## src/rtl/dac_writer_pkg.sv

```systemverilog
// Shared definitions for the dual DAC writer.
// Holds the frame geometry, the sequencer state type and the frame builder.
// Assumes a 16-bit converter word: pad bits, mode bits, then the sample.
package dac_writer_pkg;

    localparam int SAMPLE_W = 12;
    localparam int MODE_W   = 2;
    localparam int FRAME_W  = 16;
    localparam int PAD_W    = FRAME_W - MODE_W - SAMPLE_W;

    localparam logic [MODE_W-1:0] MODE_NORMAL = '0;

    typedef enum logic [1:0] {
        ST_IDLE  = 2'd0,
        ST_SHIFT = 2'd1,
        ST_HOLD  = 2'd2
    } wr_state_t;

    // Wrap a sample into a converter word in normal output mode.
    function automatic logic [FRAME_W-1:0] build_frame(input logic [SAMPLE_W-1:0] s);
        return {{PAD_W{1'b0}}, MODE_NORMAL, s};
    endfunction

endpackage

```

## src/rtl/dac_sclk_gen.sv

```systemverilog
// Serial clock divider.
// While run is high, the serial clock toggles every HALF_DIV system clocks,
// starting from the high level. rise and fall flag the cycle whose clock
// edge makes the toggle. While run is low the clock parks high.
// Assumes HALF_DIV >= 1.
module dac_sclk_gen #(
    parameter int HALF_DIV = 3
) (
    input  logic clk,
    input  logic rst_n,
    input  logic run,
    output logic sclk,
    output logic rise,
    output logic fall
);

    localparam int CW = $clog2(HALF_DIV + 1);

    logic [CW-1:0] phase_cnt;
    logic          sclk_q;
    logic          terminal;

    assign terminal = run && (phase_cnt == CW'(HALF_DIV - 1));
    assign rise     = terminal && !sclk_q;
    assign fall     = terminal &&  sclk_q;
    assign sclk     = sclk_q;

    // Count the phase length and toggle the serial clock at its end.
    always_ff @(posedge clk) begin
        if (!rst_n || !run) begin
            phase_cnt <= '0;
            sclk_q    <= 1'b1;
        end else if (terminal) begin
            phase_cnt <= '0;
            sclk_q    <= !sclk_q;
        end else begin
            phase_cnt <= phase_cnt + 1'b1;
        end
    end

    // the clock cannot move while a phase is still being counted.
    a_r4_phase_steady: assert property (@(posedge clk) disable iff (!rst_n)
        (run && !terminal) |=> (sclk == $past(sclk)));

endmodule

```

## src/rtl/dac_frame_ctrl.sv

```systemverilog
// Frame sequencer.
// Accepts a load only when idle and counts falling serial clock edges.
// The frame ends on the rising edge after the last one. Frame-sync is then
// held high for SYNC_HOLD clocks, and the block goes idle again.
// Assumes FRAME_W >= 1 and SYNC_HOLD >= 1.
module dac_frame_ctrl
    import dac_writer_pkg::*;
#(
    parameter int FRAME_BITS = 16,
    parameter int SYNC_HOLD  = 3
) (
    input  logic clk,
    input  logic rst_n,
    input  logic load,
    input  logic rise,
    input  logic fall,
    output logic start,
    output logic shift,
    output logic done,
    output logic run,
    output logic busy,
    output logic sync
);

    localparam int FCW = $clog2(FRAME_BITS + 1);
    localparam int HCW = $clog2(SYNC_HOLD + 1);

    wr_state_t      state;
    logic [FCW-1:0] fall_cnt;
    logic [HCW-1:0] hold_cnt;
    logic           last_bit;

    assign last_bit = (fall_cnt == FCW'(FRAME_BITS));
    assign start    = (state == ST_IDLE) && load;
    assign done     = rise && last_bit;
    assign shift    = rise && !last_bit;
    assign run      = (state == ST_SHIFT);
    assign busy     = (state != ST_IDLE);

    // Step through idle, shifting and the sync high hold.
    always_ff @(posedge clk) begin
        if (!rst_n) begin
            state    <= ST_IDLE;
            fall_cnt <= '0;
            hold_cnt <= '0;
        end else begin
            case (state)
                ST_IDLE: begin
                    fall_cnt <= '0;
                    if (load) state <= ST_SHIFT;
                end
                ST_SHIFT: begin
                    if (fall) fall_cnt <= fall_cnt + 1'b1;
                    if (done) begin
                        state    <= ST_HOLD;
                        hold_cnt <= '0;
                    end
                end
                ST_HOLD: begin
                    if (hold_cnt == HCW'(SYNC_HOLD - 1)) state <= ST_IDLE;
                    else                                 hold_cnt <= hold_cnt + 1'b1;
                end
                default: state <= ST_IDLE;
            endcase
        end
    end

    // Drive frame-sync low for the frame and high otherwise.
    always_ff @(posedge clk) begin
        if (!rst_n)     sync <= 1'b1;
        else if (start) sync <= 1'b0;
        else if (done)  sync <= 1'b1;
    end

    // no falling edge beyond the last bit of the word.
    a_r6_fall_bounded: assert property (@(posedge clk) disable iff (!rst_n)
        fall |-> (fall_cnt < FCW'(FRAME_BITS)));

    // the hold phase never restarts a frame directly.
    a_r9_hold_no_restart: assert property (@(posedge clk) disable iff (!rst_n)
        (state == ST_HOLD) |=> (state != ST_SHIFT));

    // frame-sync is high throughout the hold.
    a_r7_sync_high_in_hold: assert property (@(posedge clk) disable iff (!rst_n)
        (state == ST_HOLD) |-> sync);

endmodule

```

## src/rtl/dac_chan_shifter.sv

```systemverilog
// One channel's output shift register.
// Loads a full word on start and moves it one bit toward the MSB on each
// shift. It clears on done, so the line idles low. The output is the MSB.
// Assumes start, shift and done are mutually exclusive.
module dac_chan_shifter #(
    parameter int FRAME_BITS = 16
) (
    input  logic                  clk,
    input  logic                  rst_n,
    input  logic                  start,
    input  logic                  shift,
    input  logic                  done,
    input  logic [FRAME_BITS-1:0] word_in,
    output logic                  dout
);

    logic [FRAME_BITS-1:0] sreg;

    assign dout = sreg[FRAME_BITS-1];

    // Hold, load, advance or clear the outgoing word.
    always_ff @(posedge clk) begin
        if (!rst_n || done) sreg <= '0;
        else if (start)     sreg <= word_in;
        else if (shift)     sreg <= {sreg[FRAME_BITS-2:0], 1'b0};
    end

endmodule

```

## src/rtl/dual_dac_writer.sv

```systemverilog
// Dual-channel serial DAC writer, top level.
// Captures two samples on load and sends them in lockstep to two converters
// that share frame-sync and the serial clock. The serial clock is divided
// from clk by HALF_DIV per phase. Frame-sync is kept high SYNC_HOLD clocks
// between frames. Assumes HALF_DIV and SYNC_HOLD are chosen so the converter
// timing minimums hold at the system clock rate.
module dual_dac_writer
    import dac_writer_pkg::*;
#(
    parameter int HALF_DIV  = 3,
    parameter int SYNC_HOLD = 3
) (
    input  logic                clk,
    input  logic                rst_n,
    input  logic                load,
    input  logic [SAMPLE_W-1:0] sample_a,
    input  logic [SAMPLE_W-1:0] sample_b,
    output logic                frame_sync,
    output logic                ser_clk,
    output logic                dout_a,
    output logic                dout_b,
    output logic                busy
);

    localparam int NUM_CH = 2;

    logic start, shift, done, run, rise, fall;
    logic [NUM_CH-1:0][FRAME_W-1:0] words;
    logic [NUM_CH-1:0]              douts;

    // Build both words from the raw samples.
    always_comb begin
        words[0] = build_frame(sample_a);
        words[1] = build_frame(sample_b);
    end

    dac_frame_ctrl #(
        .FRAME_BITS (FRAME_W),
        .SYNC_HOLD  (SYNC_HOLD)
    ) u_ctrl (
        .clk   (clk),
        .rst_n (rst_n),
        .load  (load),
        .rise  (rise),
        .fall  (fall),
        .start (start),
        .shift (shift),
        .done  (done),
        .run   (run),
        .busy  (busy),
        .sync  (frame_sync)
    );

    dac_sclk_gen #(
        .HALF_DIV (HALF_DIV)
    ) u_sclk (
        .clk   (clk),
        .rst_n (rst_n),
        .run   (run),
        .sclk  (ser_clk),
        .rise  (rise),
        .fall  (fall)
    );

    for (genvar ch = 0; ch < NUM_CH; ch++) begin : g_chan
        dac_chan_shifter #(
            .FRAME_BITS (FRAME_W)
        ) u_shift (
            .clk     (clk),
            .rst_n   (rst_n),
            .start   (start),
            .shift   (shift),
            .done    (done),
            .word_in (words[ch]),
            .dout    (douts[ch])
        );
    end

    assign dout_a = douts[0];
    assign dout_b = douts[1];

    // idle lines whenever no frame is pending.
    a_r1_idle_lines: assert property (@(posedge clk) disable iff (!rst_n)
        !busy |-> (frame_sync && ser_clk && !dout_a && !dout_b));

    // data is held across every falling serial clock edge.
    a_r3_hold_at_fall: assert property (@(posedge clk) disable iff (!rst_n)
        $fell(ser_clk) |-> ($stable(dout_a) && $stable(dout_b)));

    // frame-sync rises only with the serial clock high.
    a_r6_sclk_high_at_end: assert property (@(posedge clk) disable iff (!rst_n)
        $rose(frame_sync) |-> ser_clk);

    // frame-sync is never low outside a busy interval.
    a_r8_sync_within_busy: assert property (@(posedge clk) disable iff (!rst_n)
        !frame_sync |-> busy);

endmodule

```

## config.mk

```make
export PLATFORM = sky130hd
export DESIGN_NAME = dual_dac_writer
export DESIGN_NICKNAME = d
export VERILOG_FILES = /design/src/rtl/dac_writer_pkg.sv /design/src/rtl/dac_sclk_gen.sv /design/src/rtl/dac_frame_ctrl.sv /design/src/rtl/dac_chan_shifter.sv /design/src/rtl/dual_dac_writer.sv
export SDC_FILE = /design/constraint.sdc
export NUM_CORES = 1
export LEC_CHECK = 0
export BUFFER_PORTS_ARGS = -buffer_cell sky130_fd_sc_hd__buf_4
export CAP_MARGIN = 10
export CORE_MARGIN = 2
export CORE_UTILIZATION = 55
export CTS_CLUSTER_DIAMETER = 30
export DETAILED_ROUTE_END_ITERATION = 16
export GPL_TIMING_DRIVEN = 0
export PLACE_DENSITY_LB_ADDON = 0.05
export SLEW_MARGIN = 20
export SYNTH_ARGS = -nofsm -noshare
export SYNTH_HDL_FRONTEND = slang
export SYNTH_SLANG_ARGS = --single-unit
```

## constraint.sdc

```tcl
create_clock -name clk -period 1.85 [get_ports clk]
set_clock_uncertainty 0.1 [all_clocks]
set_input_delay 0.37 -clock clk [delete_from_list [all_inputs] [get_ports clk]]
set_output_delay 0.37 -clock clk [all_outputs]
set_load 0.01 [all_outputs]
```

==> results.ini, run 1 <==
[worst_setup_path]
cp_max_fo=10
rrSetupSlack_ns=0.05
worstPathArrival_ns=1.88
r2r_cells=7
worstSetupEndpoint=g_chan[0].u_shift.sreg[2]$_SDFFE_PP0P_
cp.required_ns=1.93
r2r_start=u_ctrl.fall_cnt[1]$_SDFFE_PN0P_
startpoint_type=flop
crit_start=u_ctrl.fall_cnt[1]$_SDFFE_PN0P_
regToRegEndpoint=g_chan[0].u_shift.sreg[2]$_SDFFE_PP0P_
critPathKind=flop to flop
cp-end-kind=flop

[grt]
grt_use_total_pct=24.56
antenna_found_initial=0
grt_pass1_wl_um=9887
grt_pass1_vias=2177
grt_max_degree=15
overflow=0

[run]
maxCapViolCount=0

[yosys]
synth_ff_type=dfxtp_1
synth_compound_area_share_pct=19.07
syn_inst=277
synth_top_family_by_area=simple AND/OR/NAND/NOR gates
synth_simple_gate_area_share_pct=28.09
ys_seq_area_share_pct=37.52
synthArstFlopShare_pct=0
synth_area_leaders=dfxtp_1 38%, nor4_1 10%, a211oi_1 6.9%
synth_edf_count=0
yosysUniqueCellTypes=37
synth_area_mm2=0.002401
syn_area_per_cell_um2=8.668
syn-num-nets=313
synth_top_area_share_pct=37.52
synth_mux_area_share_pct=1.251
synth_fa_ha_area_share_pct=4.690
synth_top_area_cell=dfxtp_1
synth_xor_xnor_area_share_pct=0.3648
ys_ff_latch=45
synth_warnings=0

[floorplan]
die_area_mm2=0.004910
core_area_mm2=0.004264
initial_core_util_pct=56.31
die_w_um=70.07
fp-row-count=24
pin_count=32
die_h_um=70.07

[sta]
hold_violations=0
setup_tns_ns=0
finalSetupViolCount=0
whs_ns=0.2265
fmax_mhz=556.1
rsz0062_at_grt=true
slew_viol_final=0
post-route-period-util_pct=97.20
max_slew_margin_pct=68.00
period_needed_ns=1.798
tightest_slew_ns=0.4800

[cells_and_area]
fillers=356
num_antenna_cells=0
layout.cells.non_filler=368
area_growth_pct=21.00
drive_gt1_share_pct=25.95
nets=351
final_util_pct=68.13

[cts]
cts_sinks=45
cts_tree=done
cts_buffers=5
clockBufferDepth=2
clk_pin_slew_ns=0.09
insertion_delay_ns=0.30
h-tree-depth=2
cts_root_buf=clkbuf_8

[power]
ir_drop_uv=733.8
p_leak_nw=1.038
power_density_mw_per_mm2=1045

[placement]
portBuffers=31
gp_congestion=0.7944
place_inst=360
dp_hpwl_um=3998

[routing]
routedWlPerCell_um=15.93
wl_um=5863
drc=0
wl_met3_um=246
drtPass1Iterations=4
drtIter0Drc=190
wl_met2_um=2881
vias_per_cell=6.204
wl_met1_um=2652
num_vias=2283
ant_nets=0
top_layer=met4

[outcome]
status=complete, no violations

[min_path]
min_path_type=primary input to flop
min_path_cells=3

## cell usage in the layout (no fill, tap or decap), types with 4 or more instances in the layout
cell       instances
nor2_1            20
nand3_1           16
clkbuf_8           6
o211ai_1           4
buf_4             39
buf_6              5
nand2_1            6
ha_1               7
o21ai_1           10
nor4_2             4
o221ai_1           4
clkbuf_2           6
nor3_1             6
a211oi_1          18
inv_1              6
a21oi_1           13
a211oi_2           4
o2111ai_1          8
nand4_1            7
clkbuf_1           4
nand3b_1           5
nor2b_1            4
dfxtp_1           43
nor4_1            36
buf_2              8
## sequential cells by signal (all words and copies together) (netlist names)
register,count
u_ctrl.hold_cnt,2
u_ctrl.state,2
u_sclk.phase_cnt,2
u_sclk.sclk,1
u_ctrl.sync,1
u_ctrl.fall_cnt,5
g_chan.u_shift.sreg,32
## worst min path at each step
| stage | start | end | slack (ns) |
|---|---|---|---|
| finish | sample_a[0] | g_chan[0].u_shift.sreg[0]$_SDFFE_PP0P_ | 0.23 |
| floorplan | u_sclk.phase_cnt[0]$_SDFF_PP0_ | u_sclk.phase_cnt[0]$_SDFF_PP0_ | 0.30 |
| global placement | u_sclk.phase_cnt[0]$_SDFF_PP0_ | u_sclk.phase_cnt[0]$_SDFF_PP0_ | 0.31 |
| global route | sample_b[8] | g_chan[1].u_shift.sreg[8]$_SDFFE_PP0P_ | 0.25 |
| CTS | sample_a[0] | g_chan[0].u_shift.sreg[0]$_SDFFE_PP0P_ | 0.22 |
| detailed placement | u_sclk.phase_cnt[0]$_SDFF_PP0_ | u_sclk.phase_cnt[0]$_SDFF_PP0_ | 0.31 |
## power by group
group          internal [W]  total [W]  switching, W
Clock              0.000439   0.000790      0.000351
Sequential          0.00113    0.00125      0.000114
Combinational      0.000430    0.00100      0.000571
## layout make-up
cell class | count | area (um2) | share of cell area (%)
Multi-Input combinational cell | 194 | 1354 | 46.60
Buffer | 31 | 201.4 | 6.934
Clock buffer | 6 | 82.58 | 2.842
Timing Repair Buffer | 31 | 232.7 | 8.010
Tap cell | 52 | 65.06 | 2.239
Sequential cell | 45 | 905.9 | 31.18
Inverter | 7 | 26.28 | 0.9044
Clock inverter | 2 | 37.54 | 1.292
## logic make-up after synthesis
| group | count (synthesis) |
|---|---|
| fa+ha+maj | 9 |
| mux | 3 |
| compound gates | 66 |
| buf+inv | 38 |
| simple gates | 115 |
| xor+xnor | 1 |
| flops | 45 |
## cells in the mapped netlist, drive strengths merged (3+ instances only)
| master | count |
|---|---|
| a211oi | 22 |
| a21boi | 3 |
| a21oi | 13 |
| buf | 22 |
| clkbuf | 9 |
| dfxtp | 45 |
| ha | 9 |
| inv | 7 |
| mux2i | 3 |
| nand2 | 6 |
| nand2b | 3 |
| nand3 | 16 |
| nand3b | 6 |
| nand4 | 7 |
| nor2 | 20 |
| nor2b | 4 |
| nor3 | 6 |
| nor4 | 40 |
| o2111ai | 8 |
| o211ai | 5 |
| o21ai | 10 |
| o221ai | 4 |
## routing by layer
metal / track usage (%) / vias to the layer above
met5: 0 / -
met4: 7.692 / 0
met3: 3.463 / 9
met2: 42.01 / 56
met1: 32.03 / 1079
li1: - / 1139
## per-stage QoR
step	cell area, um2	total power (W)	setup WS [ns]
after CTS	2830	0.002956	0.02781
after global placement	2699	0.002140	-0.1030
after global routing	2905	0.003205	-0.02245
after floorplan	2401	0.001904	0.1991
after detailed placement	2699	0.002164	-0.1441
final	2905	0.003036	0.05184
## worst max-delay path, stage by stage (launching register included)
cell      delay [ns]
dfxtp_1         0.39
inv_1           0.06
ha_1            0.22
and4bb_1        0.20
buf_4           0.17
buf_6           0.15
nor4_1          0.30
nor4_1          0.10
## repair_timing
item	4_1_cts	5_1_grt
buffers inserted	0	0
hold buffers	0	0
endpoints found under the setup margin	24	37
cloned	0	0
resized for setup	7	20
Power figures use the tool's default switching activity.
==> run 2: changes to the inputs <==
- BUFFER_PORTS_ARGS: -buffer_cell sky130_fd_sc_hd__buf_4 -> default
- DONT_BUFFER_PORTS: default -> 1
==> run 2 against run 1 <==
Setup slack improved by 0.018 ns; final area shrank 6.8%; via count fell by 7.3%; hold slack got worse by 0.13 ns; non-clock buffer count fell by 31; first-iteration DRC count increased by 43%; register-to-register slack improved by 0.02 ns; die area did not move; total power grew 0.57%; sequential share of layout area is 2.3 points higher; critical endpoint is now g_chan[1].u_shift.sreg[11]$_SDFFE_PP0P_.
==> results.ini, run 2 (synthesis results as in run 1) <==
[cells_and_area]
layout_commonest_cell=dfxtp_1
final_util_pct=63.47
nets=320
top_register=g_chan.u_shift.sreg
layout_common_cells=43 x dfxtp_1, 32 x nor4_1, 20 x nor2_1, 20 x a211oi_1, 16 x nand3_1
drive_gt1_share_pct=19.30
area_growth_pct=12.72
num_antenna_cells=0
largest_reg_flops=32
fillers=365
reg.largest.list=g_chan.u_shift.sreg x32, u_ctrl.fall_cnt x5

[placement]
portBuffers=0
dp_hpwl_um=3863
gp_congestion=0.7417

[sta]
hold_violations=0
period_needed_ns=1.780
post-route-period-util_pct=96.20
tightest_slew_ns=0.4746
finalSetupViolCount=0
setup_tns_ns=0
fmax_mhz=561.9
slew_viol_final=0
max_slew_margin_pct=68.36
rsz0062_at_grt=true

[floorplan]
fp-row-count=24
die_w_um=70.07
die_area_mm2=0.004910
pin_count=32
initial_core_util_pct=56.31
die_h_um=70.07
core_area_mm2=0.004264

[worst_setup_path]
r2r_start=u_ctrl.fall_cnt[1]$_SDFFE_PN0P_
crit_chain=inv_1 -> ha_1 -> and4bb_1 -> buf_4 -> buf_6 -> nor4_2 -> nor3_1
critPathMaxStageDelay_ns=0.39
cp-end-kind=flop
worstPathArrival_ns=1.87
startpoint_type=flop
critPathSlowestCell=dfxtp_1
critPathKind=flop to flop
cp.required_ns=1.94
r2r_cells=7
rrSetupSlack_ns=0.07
regToRegEndpoint=g_chan[1].u_shift.sreg[11]$_SDFFE_PP0P_
crit_start=u_ctrl.fall_cnt[1]$_SDFFE_PN0P_
cp_max_fo=10

[cts]
clk_pin_slew_ns=0.09
ctsHoldBuffers=0
cts_root_buf=clkbuf_8
cts_buffers=5
insertion_delay_ns=0.30
cts_setup_buffers=0
clockBufferDepth=2
cts_tree=done
h-tree-depth=2
cts_sinks=45

[routing]
vias_per_cell=6.279
num_vias=2116
ant_nets=0
drtIter0Drc=271
wl_met2_um=2767
wl_met1_um=2752
drc=0
wl_um=5809
drtPass1Iterations=4
top_layer=met4
routedWlPerCell_um=17.24
wl_met3_um=207

[power]
clock_power_share_pct=28.8
p_leak_nw=0.9015
switching_share_pct=33.17
power.internal_w=0.002040
power_density_mw_per_mm2=1128
ir_drop_uv=640.1
p_comb_share_pct=30.3
p_sw_w=0.001013
power.share.sequential_pct=40.8

[grt]
grt_use_total_pct=24.38
grt_pass1_vias=2074
grt_pass1_wl_um=9625
grt_max_degree=15
overflow=0
antenna_found_initial=0

[min_path]
min_from=sample_a[0]
hold_end=g_chan[0].u_shift.sreg[0]$_SDFFE_PP0P_
min_path_cells=2
min_path_type=primary input to flop

[run]
maxCapViolCount=0

[outcome]
status=complete, no violations

-- run 2: cell count changes in the layout (fill, tap and decap cells not counted), moves of 2 or more --
cell	change
nor4_1	-4
a211oi_1	+2
buf_4	-31
a211oi_2	-2
nor4_2	+4
-- run 2: worst max path at each step --
stage / slack [ns] / cells after the start / endpoint
floorplan: 0.20 / 7 / g_chan[0].u_shift.sreg[11]$_SDFFE_PP0P_
finish: 0.07 / 7 / g_chan[1].u_shift.sreg[11]$_SDFFE_PP0P_
global route: -0.02 / 8 / g_chan[1].u_shift.sreg[10]$_SDFFE_PP0P_
detailed placement: -0.12 / 6 / g_chan[0].u_shift.sreg[0]$_SDFFE_PP0P_
global placement: -0.15 / 6 / g_chan[0].u_shift.sreg[0]$_SDFFE_PP0P_
CTS: 0.01 / 7 / g_chan[0].u_shift.sreg[6]$_SDFFE_PP0P_
-- run 2: through the flow --
stage | hold slack, ns | cell area [um2] | total power (W) | cells | setup WS (ns)
5_1_grt | 0.1092 | 2706 | 0.003232 | 337 | -0.01949
6_report | 0.09292 | 2706 | 0.003053 | 337 | 0.07021
3_5_place_dp | 0.3098 | 2466 | 0.002091 | 329 | -0.1236
4_1_cts | 0.08888 | 2621 | 0.002984 | 337 | 0.01346
3_3_place_gp | 0.3077 | 2466 | 0.002076 | 329 | -0.1453
2_1_floorplan | 0.2973 | 2401 | 0.001904 | 277 | 0.1991
-- run 2: what timing repair did --
item	CTS	global route
hold endpoints to repair	0	0
resized for setup	8	25
setup endpoints to repair	24	33
pin swaps	0	1
-- run 2: worst max-delay path, delay by kind of cell, from the launching register on --
kind | cells | cell delay [ns]
simple gates | 3 | 0.59
flops | 1 | 0.39
buf+inv | 3 | 0.37
fa+ha+maj | 1 | 0.22
-- run 2: cell type report --
type	count	area (um2)	share of cell area (%)
plain buffers	31	203.9	7.536
clock inverters	3	65.06	2.404
well taps	52	65.06	2.404
clock buffers	5	68.82	2.543
multi-input cells	194	1371	50.67
flip-flops and latches	45	905.9	33.47
inverters	7	26.28	0.9709
-- run 2: power by group through the flow --
| stage | Sequential (W) | Combinational, W | Clock (W) |
|---|---|---|---|
| finish | 0.00125 | 0.000925 | 0.000881 |
| global route | 0.00126 | 0.00104 | 0.000932 |
| CTS | 0.00122 | 0.000861 | 0.000899 |
| detailed placement | 0.00124 | 0.000850 | 0 |
| global placement | 0.00124 | 0.000834 | 0 |
| floorplan | 0.00122 | 0.000687 | 0 |
-- run 2: metal layers --
layer / vias to the layer above / GRT usage [%]
met4: 0 / 8.333
met5: - / 0
met3: 8 / 4.618
met1: 987 / 32.54
li1: 1076 / -
met2: 45 / 39.68
